**src/rtl/dkc_dma_pkg.sv**
```systemverilog
package dkc_dma_pkg;
  typedef enum logic [1:0] {
    MODE_M = 2'd0,
    MODE_P = 2'd1,
    MODE_A = 2'd2
  } dkc_mode_e;
endpackage

```
**src/rtl/dkc_mode_dec.sv**
```systemverilog
module dkc_mode_dec
  import dkc_dma_pkg::*;
(
  input  logic      strap_a_i,
  input  logic      strap_b_i,
  input  logic      dor_dma_en_i,
  input  logic      tc_i,
  output dkc_mode_e mode_o,
  output logic      dma_ok_o,
  output logic      tc_act_o,
  output logic      pad_oe_o
);
  always_comb begin
    if (strap_a_i)      mode_o = MODE_A;
    else if (strap_b_i) mode_o = MODE_P;
    else                mode_o = MODE_M;
  end

  always_comb begin
    unique case (mode_o)
      MODE_P: begin
        dma_ok_o = 1'b1;
        tc_act_o = ~tc_i;
        pad_oe_o = 1'b1;
      end
      MODE_A: begin
        dma_ok_o = dor_dma_en_i;
        tc_act_o = tc_i;
        pad_oe_o = 1'b1;
      end
      default: begin
        dma_ok_o = dor_dma_en_i;
        tc_act_o = tc_i;
        pad_oe_o = dor_dma_en_i;
      end
    endcase
  end
endmodule

```
**src/rtl/dkc_xfer_cnt.sv**
```systemverilog
module dkc_xfer_cnt #(
  parameter int CNT_W = 8
) (
  input  logic             clk_i,
  input  logic             rst_ni,
  input  logic             load_i,
  input  logic [CNT_W-1:0] len_i,
  input  logic             dec_i,
  output logic             last_o
);
  localparam logic [CNT_W-1:0] ONE = CNT_W'(1);

  logic [CNT_W-1:0] rem_q;

  always_ff @(posedge clk_i or negedge rst_ni) begin
    if (!rst_ni)     rem_q <= '0;
    else if (load_i) rem_q <= len_i;
    else if (dec_i)  rem_q <= rem_q - ONE;
  end

  assign last_o = (rem_q == ONE);
endmodule

```
**src/rtl/dkc_req_seq.sv**
```systemverilog
module dkc_req_seq (
  input  logic clk_i,
  input  logic rst_ni,
  input  logic single_i,
  input  logic run_i,
  input  logic start_i,
  input  logic dack_act_i,
  input  logic tc_act_i,
  input  logic last_i,
  input  logic verify_i,
  input  logic fifo_en_i,
  input  logic rd_cmd_i,
  output logic cnt_dec_o,
  output logic drq_o,
  output logic fifo_strb_o,
  output logic pseudo_rd_o,
  output logic done_o
);
  logic dack_q, drq_q, done_q, strb_q, prd_q, dpls_q;
  logic ack_edge, active, end_now, pseudo_ok;

  assign ack_edge  = dack_act_i & ~dack_q;
  assign active    = run_i & ~done_q;
  assign end_now   = active & ack_edge & (last_i | tc_act_i);
  // pseudo read only in byte mode on a read
  assign pseudo_ok = verify_i & ~fifo_en_i & rd_cmd_i;
  assign cnt_dec_o = active & ack_edge;

  always_ff @(posedge clk_i or negedge rst_ni) begin
    if (!rst_ni) begin
      dack_q <= 1'b0;
      drq_q  <= 1'b0;
      done_q <= 1'b0;
      strb_q <= 1'b0;
      prd_q  <= 1'b0;
      dpls_q <= 1'b0;
    end else begin
      dack_q <= dack_act_i;
      drq_q  <= active & ~end_now & (~single_i | ~dack_act_i);
      done_q <= start_i ? 1'b0 : (done_q | end_now);
      strb_q <= active & ack_edge & ~pseudo_ok;
      prd_q  <= active & ack_edge & pseudo_ok;
      dpls_q <= end_now;
    end
  end

  assign drq_o       = drq_q;
  assign fifo_strb_o = strb_q;
  assign pseudo_rd_o = prd_q;
  assign done_o      = dpls_q;
endmodule

```
**src/rtl/dkc_dma_req.sv**
```systemverilog
module dkc_dma_req
  import dkc_dma_pkg::*;
#(
  parameter int CNT_W = 8
) (
  input  logic             clk_i,
  input  logic             rst_ni,
  input  logic             strap_a_i,
  input  logic             strap_b_i,
  input  logic             cfg_nburst_i,
  input  logic             dor_dma_en_i,
  input  logic             spec_dma_i,
  input  logic             exec_i,
  input  logic             start_i,
  input  logic [CNT_W-1:0] xfer_len_i,
  input  logic             fifo_en_i,
  input  logic             rd_cmd_i,
  input  logic             verify_i,
  input  logic             dack_ni,
  input  logic             tc_i,
  output logic             drq_o,
  output logic             drq_oe_o,
  output logic             int_oe_o,
  output logic             fifo_strb_o,
  output logic             pseudo_rd_o,
  output logic             xfer_done_o
);
  dkc_mode_e mode;
  logic      dma_ok, tc_act, pad_oe, last, cnt_dec, run;

  dkc_mode_dec u_mode (
    .strap_a_i    (strap_a_i),
    .strap_b_i    (strap_b_i),
    .dor_dma_en_i (dor_dma_en_i),
    .tc_i         (tc_i),
    .mode_o       (mode),
    .dma_ok_o     (dma_ok),
    .tc_act_o     (tc_act),
    .pad_oe_o     (pad_oe)
  );

  assign run = exec_i & spec_dma_i & dma_ok;

  dkc_xfer_cnt #(.CNT_W(CNT_W)) u_cnt (
    .clk_i  (clk_i),
    .rst_ni (rst_ni),
    .load_i (start_i),
    .len_i  (xfer_len_i),
    .dec_i  (cnt_dec),
    .last_o (last)
  );

  dkc_req_seq u_seq (
    .clk_i       (clk_i),
    .rst_ni      (rst_ni),
    .single_i    (cfg_nburst_i),
    .run_i       (run),
    .start_i     (start_i),
    .dack_act_i  (~dack_ni),
    .tc_act_i    (tc_act),
    .last_i      (last),
    .verify_i    (verify_i),
    .fifo_en_i   (fifo_en_i),
    .rd_cmd_i    (rd_cmd_i),
    .cnt_dec_o   (cnt_dec),
    .drq_o       (drq_o),
    .fifo_strb_o (fifo_strb_o),
    .pseudo_rd_o (pseudo_rd_o),
    .done_o      (xfer_done_o)
  );

  assign drq_oe_o = pad_oe;
  assign int_oe_o = pad_oe;
endmodule

```
**config.mk**
```make
export PLATFORM = sky130hd
export DESIGN_NAME = dkc_dma_req
export DESIGN_NICKNAME = d
export VERILOG_FILES = /design/src/rtl/dkc_dma_pkg.sv /design/src/rtl/dkc_mode_dec.sv /design/src/rtl/dkc_xfer_cnt.sv /design/src/rtl/dkc_req_seq.sv /design/src/rtl/dkc_dma_req.sv
export SDC_FILE = /design/constraint.sdc
export NUM_CORES = 1
export LEC_CHECK = 0
export BUFFER_PORTS_ARGS = -buffer_cell sky130_fd_sc_hd__clkbuf_2
export CAP_MARGIN = 25
export CORE_MARGIN = 4
export CORE_UTILIZATION = 47
export DETAILED_ROUTE_END_ITERATION = 6
export PLACE_DENSITY_LB_ADDON = 0.08
export SYNTH_ARGS = -nofsm -noshare
export SYNTH_HDL_FRONTEND = slang
export SYNTH_HIERARCHICAL = 1
export SYNTH_SLANG_ARGS = --single-unit
```
**constraint.sdc**
```tcl
create_clock -name clk_i -period 2.3 [get_ports clk_i]
set_input_delay 0 -clock clk_i [delete_from_list [all_inputs] [get_ports clk_i]]
set_output_delay 0 -clock clk_i [all_outputs]
set_load 0.005 [all_outputs]
```
==> results of run 1 <==
## where the power goes
part / switching [uW] / total, uW / internal [uW] / leakage (uW)
Sequential: 14.5 / 276 / 262 / 0.000176
Clock: 78.3 / 174 / 96.1 / 0.0000210
Combinational: 41.1 / 93.2 / 52.2 / 0.000317
Total: 134 / 544 / 410 / 0.000514
## worst max-delay path, cell delays in order (launching register included)
cell       delay, ps
dfrtp_1          400
nand4bb_4        260
inv_1            170
or3b_2           520
or3_2            420
a31oi_1          160
## registers in the layout (all words and copies together), names as in the netlist
name / cells
u_seq/pseudo_rd_o: 1
u_seq/done_q: 1
u_seq/drq_o: 1
u_seq/done_o: 1
u_cnt/rem_q: 8
u_seq/fifo_strb_o: 1
u_seq/dack_q: 1
## through the flow
stage / std cells / instance area [um2] / total power (uW)
5_1_grt: 134 / 1070 / 575
6_report: 134 / 1070 / 544
3_5_place_dp: 117 / 900 / 359
2_1_floorplan: 76 / 756 / 322
4_1_cts: 134 / 1070 / 551
3_3_place_gp: 117 / 900 / 356
## routing by layer
metal	vias up	track usage (%)	part of all wire, %	wire length, um
li1	348	-	-	-
met1	322	18.1	39	634
met2	18	29.3	54	896
met3	2	3.32	5.9	97
met4	0	8.06	1.1	18
met5	-	0	0	0
## timing repair
action                                 4_1_cts  5_1_grt
gates resized for setup                      0        0
hold buffers                                13        0
endpoints found under the hold margin       26        0
buffers inserted                             0        0
## worst paths after layout
check | depth (start not counted) | start | endpoint
setup / recovery | 5 | u_seq/dack_q$_DFF_PN0_ | u_cnt/rem_q[3]$_DFFE_PN0P_
hold / removal | 3 | verify_i | u_seq/fifo_strb_o$_DFF_PN0_
setup reg to reg | 5 | u_seq/dack_q$_DFF_PN0_ | u_cnt/rem_q[3]$_DFFE_PN0P_
hold reg to reg | 2 | u_seq/done_q$_DFF_PN0_ | u_seq/done_q$_DFF_PN0_
max in group asynchronous | 2 | rst_ni | u_cnt/rem_q[2]$_DFFE_PN0P_
min in group asynchronous | 2 | rst_ni | u_seq/drq_o$_DFF_PN0_
## cells in the final DEF, fill, tap and decap left out
master         count
a31oi_1            2
or3b_2             1
o31ai_1            1
o211ai_1           2
or3_1              1
or4_1              3
or3_2              2
xnor2_1            3
clkbuf_2          27
o311a_1            1
nor4b_1            1
and3_1             1
dlygate4sd3_1     13
nand4bb_4          1
o21ba_2            1
and4bb_2           1
nor2_1             5
dfrtp_1           14
ha_1               2
o21ai_0            6
clkbuf_4           3
clkbuf_8           1
inv_1              6
nor2b_1            1
or4_4              1
xor2_1             1
nand2b_1           3
nor3_1             1
nand3_1            1
nand2_1           11
o31ai_2            1
## cell type report
class | instances | area share (%)
clock buffer | 4 | 3.40
inverter | 6 | 2.11
multi-input combinational | 54 | 34.9
sequential | 14 | 32.9
tap | 16 | 1.88
timing repair buffer | 40 | 24.9
==> flow_metrics.tcl, run 1 <==
set metrics [dict create \
    die_y_um 48.1 \
    drt-initial-drc-count 16 \
    hpwl_um 1190 \
    yosysWarnings 6 \
    grt_pass1_vias 651 \
    grt.overflow.total 0 \
    preCtsSetupSlack_ps 224 \
    status "finished clean" \
    worstSetupStartpointType "flop" \
    antenna_found_initial 0 \
    finalCritPeriodShare_pct 86.7 \
    rsz0062_at_grt "false" \
    worst-setup-path-type "reg -> reg" \
    fin_worst_skew_ps 5.84 \
    tns_ps 0 \
    clkTransAtPathRegs_ps 90 \
    areaGrowthSynthToFinish_pct 41.1 \
    n_antenna_cell 0 \
    nFillCells 123 \
    die-area_um2 2310 \
    vias 690 \
    ir_drop_mv 0.371 \
    clock.fmax_ghz 0.501 \
    fp.coreArea_um2 1510 \
    cts_root_buf "clkbuf_4" \
    worstPathRequired_ps 2500 \
    insertion_delay_ps 270 \
    clockBufferDepth 2 \
    final_util_pct 70.8 \
    finalWirelength_um 1650 \
    cts_made_buffers 3 \
    drv_slew 0 \
    grtUsageTotal_pct 16.3 \
    hold_path.class "in -> reg" \
    avgSynthCellArea_um2 9.94 \
    arrival_ps 2200 \
    vias_per_cell 5.15 \
    r2r_slack_ps 300 \
    cts.sinks 14 \
    fin_crit_ps 2000 \
    gp_congestion 0.830 \
    initial_utilization_pct 50.2 \
    synth_fp_nets 100 \
    syn_area_um2 756 \
    grt_start_max_net_pins 16 \
    holdWs_ps 37.4 \
    die_x_um 48.1 \
    finalNetCount 143 \
    drtPass1Iterations 4 \
    path_max_fanout 6 \
    grt_pass1_wl_um 2580 \
    drive_gt1_share_pct 33.1 \
    drc_errors 0 \
    netlist_instances 76 \
    max_cap_viol_count 0 \
    power.static_leakage_uw 0.000514 \
    hold_viol_final 0 \
    fp-row-count 14 \
    cts_tree "yes" \
    crit_path_end_kind "flop" \
    multiInputGateArea_um2 372 \
    wire_per_inst_um 12.3 \
    io_pins 28 \
    setup_slack_ps 305 \
    power_density_nw_per_um2 510 \
    htree_levels 1 \
    final_antenna_net_count 0 \
    maxSlewHeadroom_pct 75.5 \
    port_buffers 27 \
    finalSetupViolations 0 \
    tightest_slew_ps 367 \
    ff_latch_area_um2 350 \
]
Note: power is estimated with default switching activity, not from simulation.
==> run 2, diff against run 1 <==
--- a/config.mk
+++ b/config.mk
@@ -5,10 +5,11 @@
 export SDC_FILE = /design/constraint.sdc
 export NUM_CORES = 1
 export LEC_CHECK = 0
+export ABC_AREA = 1
 export BUFFER_PORTS_ARGS = -buffer_cell sky130_fd_sc_hd__clkbuf_2
 export CAP_MARGIN = 25
 export CORE_MARGIN = 4
-export CORE_UTILIZATION = 47
+export CORE_UTILIZATION = 49
 export DETAILED_ROUTE_END_ITERATION = 6
 export PLACE_DENSITY_LB_ADDON = 0.08
 export SYNTH_ARGS = -nofsm -noshare
==> run 2 against run 1 <==
Clock power is essentially flat. Worst hold slack got worse by 16 ps. Sequential share of layout area down 2.5 points. First-iteration DRC count grew 44%. Largest power group unchanged. Critical endpoint unchanged.
==> flow_metrics.tcl, run 2 <==
set metrics [dict create \
    finalCritPeriodShare_pct 63.5 \
    whs_path_depth 5 \
    final_antenna_net_count 0 \
    status "finished clean" \
    clockBufferDepth 2 \
    syn_area_um2 848 \
    fp.coreArea_um2 1580 \
    grt_pass1_wl_um 3180 \
    max_cap_viol_count 0 \
    io_pins 28 \
    fin_worst_skew_ps 6.21 \
    tns_ps 0 \
    cts_hold_buf 13 \
    grtUsageTotal_pct 16.5 \
    hold_path_startpoint "verify_i" \
    drtPass1Iterations 4 \
    synth_fp_nets 137 \
    regMostFlops "u_cnt/rem_q" \
    fin_crit_ps 1460 \
    cts_root_buf "clkbuf_4" \
    power.static_leakage_uw 0.000640 \
    avgSynthCellArea_um2 7.51 \
    insertion_delay_ps 270 \
    grt_pass1_vias 757 \
    maxSlewHeadroom_pct 76.1 \
    largest_reg_flops 8 \
    ir_drop_mv 0.343 \
    hpwl_um 1390 \
    die-area_um2 2460 \
    vias_per_cell 4.89 \
    finalNetCount 180 \
    r2r_start "u_cnt/rem_q[1]$_DFFE_PN0P_" \
    n_antenna_cell 0 \
    mostFrequentLayoutCell "clkbuf_2" \
    rr_worst_depth 9 \
    grt_start_max_net_pins 15 \
    rr_endpoint "u_seq/drq_o$_DFF_PN0_" \
    rsz0062_at_grt "false" \
    arrival_ps 1670 \
    drt-initial-drc-count 23 \
    crit_path_end_kind "flop" \
    place_inst 154 \
    pwr-share-comb_pct 22.0 \
    port_buffers 27 \
    nFillCells 131 \
    seq_power_share_pct 48.2 \
    post_cts_buffers 0 \
    final_cell_mix "27 x clkbuf_2, 26 x nand2_1, 23 x inv_1" \
    cellInternalPower_uw 418 \
    die_x_um 49.6 \
    p_sw_uw 160 \
    cts-resized-gates 0 \
    r2r_slack_ps 900 \
    vias 837 \
    final_cells 171 \
    pwr-share-clk_pct 29.8 \
    worstSetupStartpointType "input pin" \
    final_util_pct 73.3 \
    switching_share_pct 27.6 \
    initial_utilization_pct 53.8 \
    drive_gt1_share_pct 27.1 \
    fp-row-count 14 \
    power_density_nw_per_um2 500 \
    worst-setup-path-type "in -> reg" \
    htree_levels 1 \
    clkTransAtPathRegs_ps 80 \
    cts.sinks 14 \
    finalSetupViolations 0 \
    cts_tree "yes" \
    finalWirelength_um 1860 \
    hold_end "u_seq/pseudo_rd_o$_DFF_PN0_" \
    path_max_fanout 5 \
    yosysWarnings 6 \
    wire_per_inst_um 10.9 \
    cts_made_buffers 3 \
    hold_path.class "in -> reg" \
    drv_slew 0 \
    tightest_slew_ps 358 \
    drc_errors 0 \
    netlist_instances 113 \
    hold_viol_final 0 \
    areaGrowthSynthToFinish_pct 36.1 \
    antenna_found_initial 0 \
    gp_congestion 0.913 \
    clock.fmax_ghz 0.685 \
    die_y_um 49.6 \
    worstPathRequired_ps 2510 \
    grt.overflow.total 0 \
]
==> run 2: changes by cell type in the layout (fill, tap and decap cells not counted), moves of 3 or more <==
cell      previous run  this run
a22oi_1              0         5
inv_1                6        23
nand2_1             11        26
nand2b_1             3         0
nand3_1              1         8
nor2_1               5        10
nor2_2               0         3
o21ai_0              6         2
or4_1                3         0
==> run 2: stage by stage <==
step / hold WS (ps) / setup slack (ps) / total power [uW] / cell area [um2]
detailed placement: -68.1 / 892 / 393 / 988
floorplan: -296 / 1060 / 352 / 848
finish: 21.2 / 840 / 578 / 1150
CTS: 8.15 / 874 / 587 / 1150
global placement: -68.6 / 908 / 390 / 988
global route: 40.8 / 692 / 622 / 1150
==> run 2: layer usage <==
metal | up-vias | share of wire (%) | track usage [%]
met5 | - | 0 | 0
li1 | 437 | - | -
met3 | 2 | 5.8 | 3.61
met2 | 23 | 48 | 27.3
met1 | 375 | 46 | 22.3
met4 | 0 | 0.54 | 2.76
==> run 2: worst max-delay path, stage by stage <==
cell	delay (ps)
dlygate4sd3_1	540
clkbuf_2	100
inv_1	80
inv_1	50
nor2_2	110
nand2_1	100
inv_1	150
inv_2	60
nor2_4	140
inv_2	80
a21oi_2	110
o21ai_1	70
nand2_1	60
==> run 2: power groups by stage <==
stage               sequential [uW]  clock [uW]  combinational (uW)
global route                    282         196                 145
floorplan                       280           0                72.0
CTS                             278         181                 128
finish                          278         172                 127
detailed placement              283           0                 110
global placement                283           0                 107
==> run 2: worst max-delay path by stage <==
stage                               startpoint                    endpoint  slack, ps
floorplan           u_cnt/rem_q[1]$_DFFE_PN0P_       u_seq/drq_o$_DFF_PN0_       1060
global placement    u_cnt/rem_q[1]$_DFFE_PN0P_       u_seq/drq_o$_DFF_PN0_        910
detailed placement                   strap_a_i  u_cnt/rem_q[3]$_DFFE_PN0P_        890
CTS                                    dack_ni  u_cnt/rem_q[3]$_DFFE_PN0P_        870
global route        u_cnt/rem_q[1]$_DFFE_PN0P_       u_seq/drq_o$_DFF_PN0_        690
finish                                 dack_ni  u_cnt/rem_q[3]$_DFFE_PN0P_        840
==> run 2: final cells by class <==
cell class / count / area, um2 / area share, %
Sequential cell: 14 / 350 / 30.3
Clock buffer: 4 / 36.3 / 3.14
Inverter: 25 / 93.8 / 8.13
Tap cell: 16 / 20.0 / 1.73
Multi-Input combinational cell: 72 / 389 / 33.7
Timing Repair Buffer: 40 / 265 / 23.0
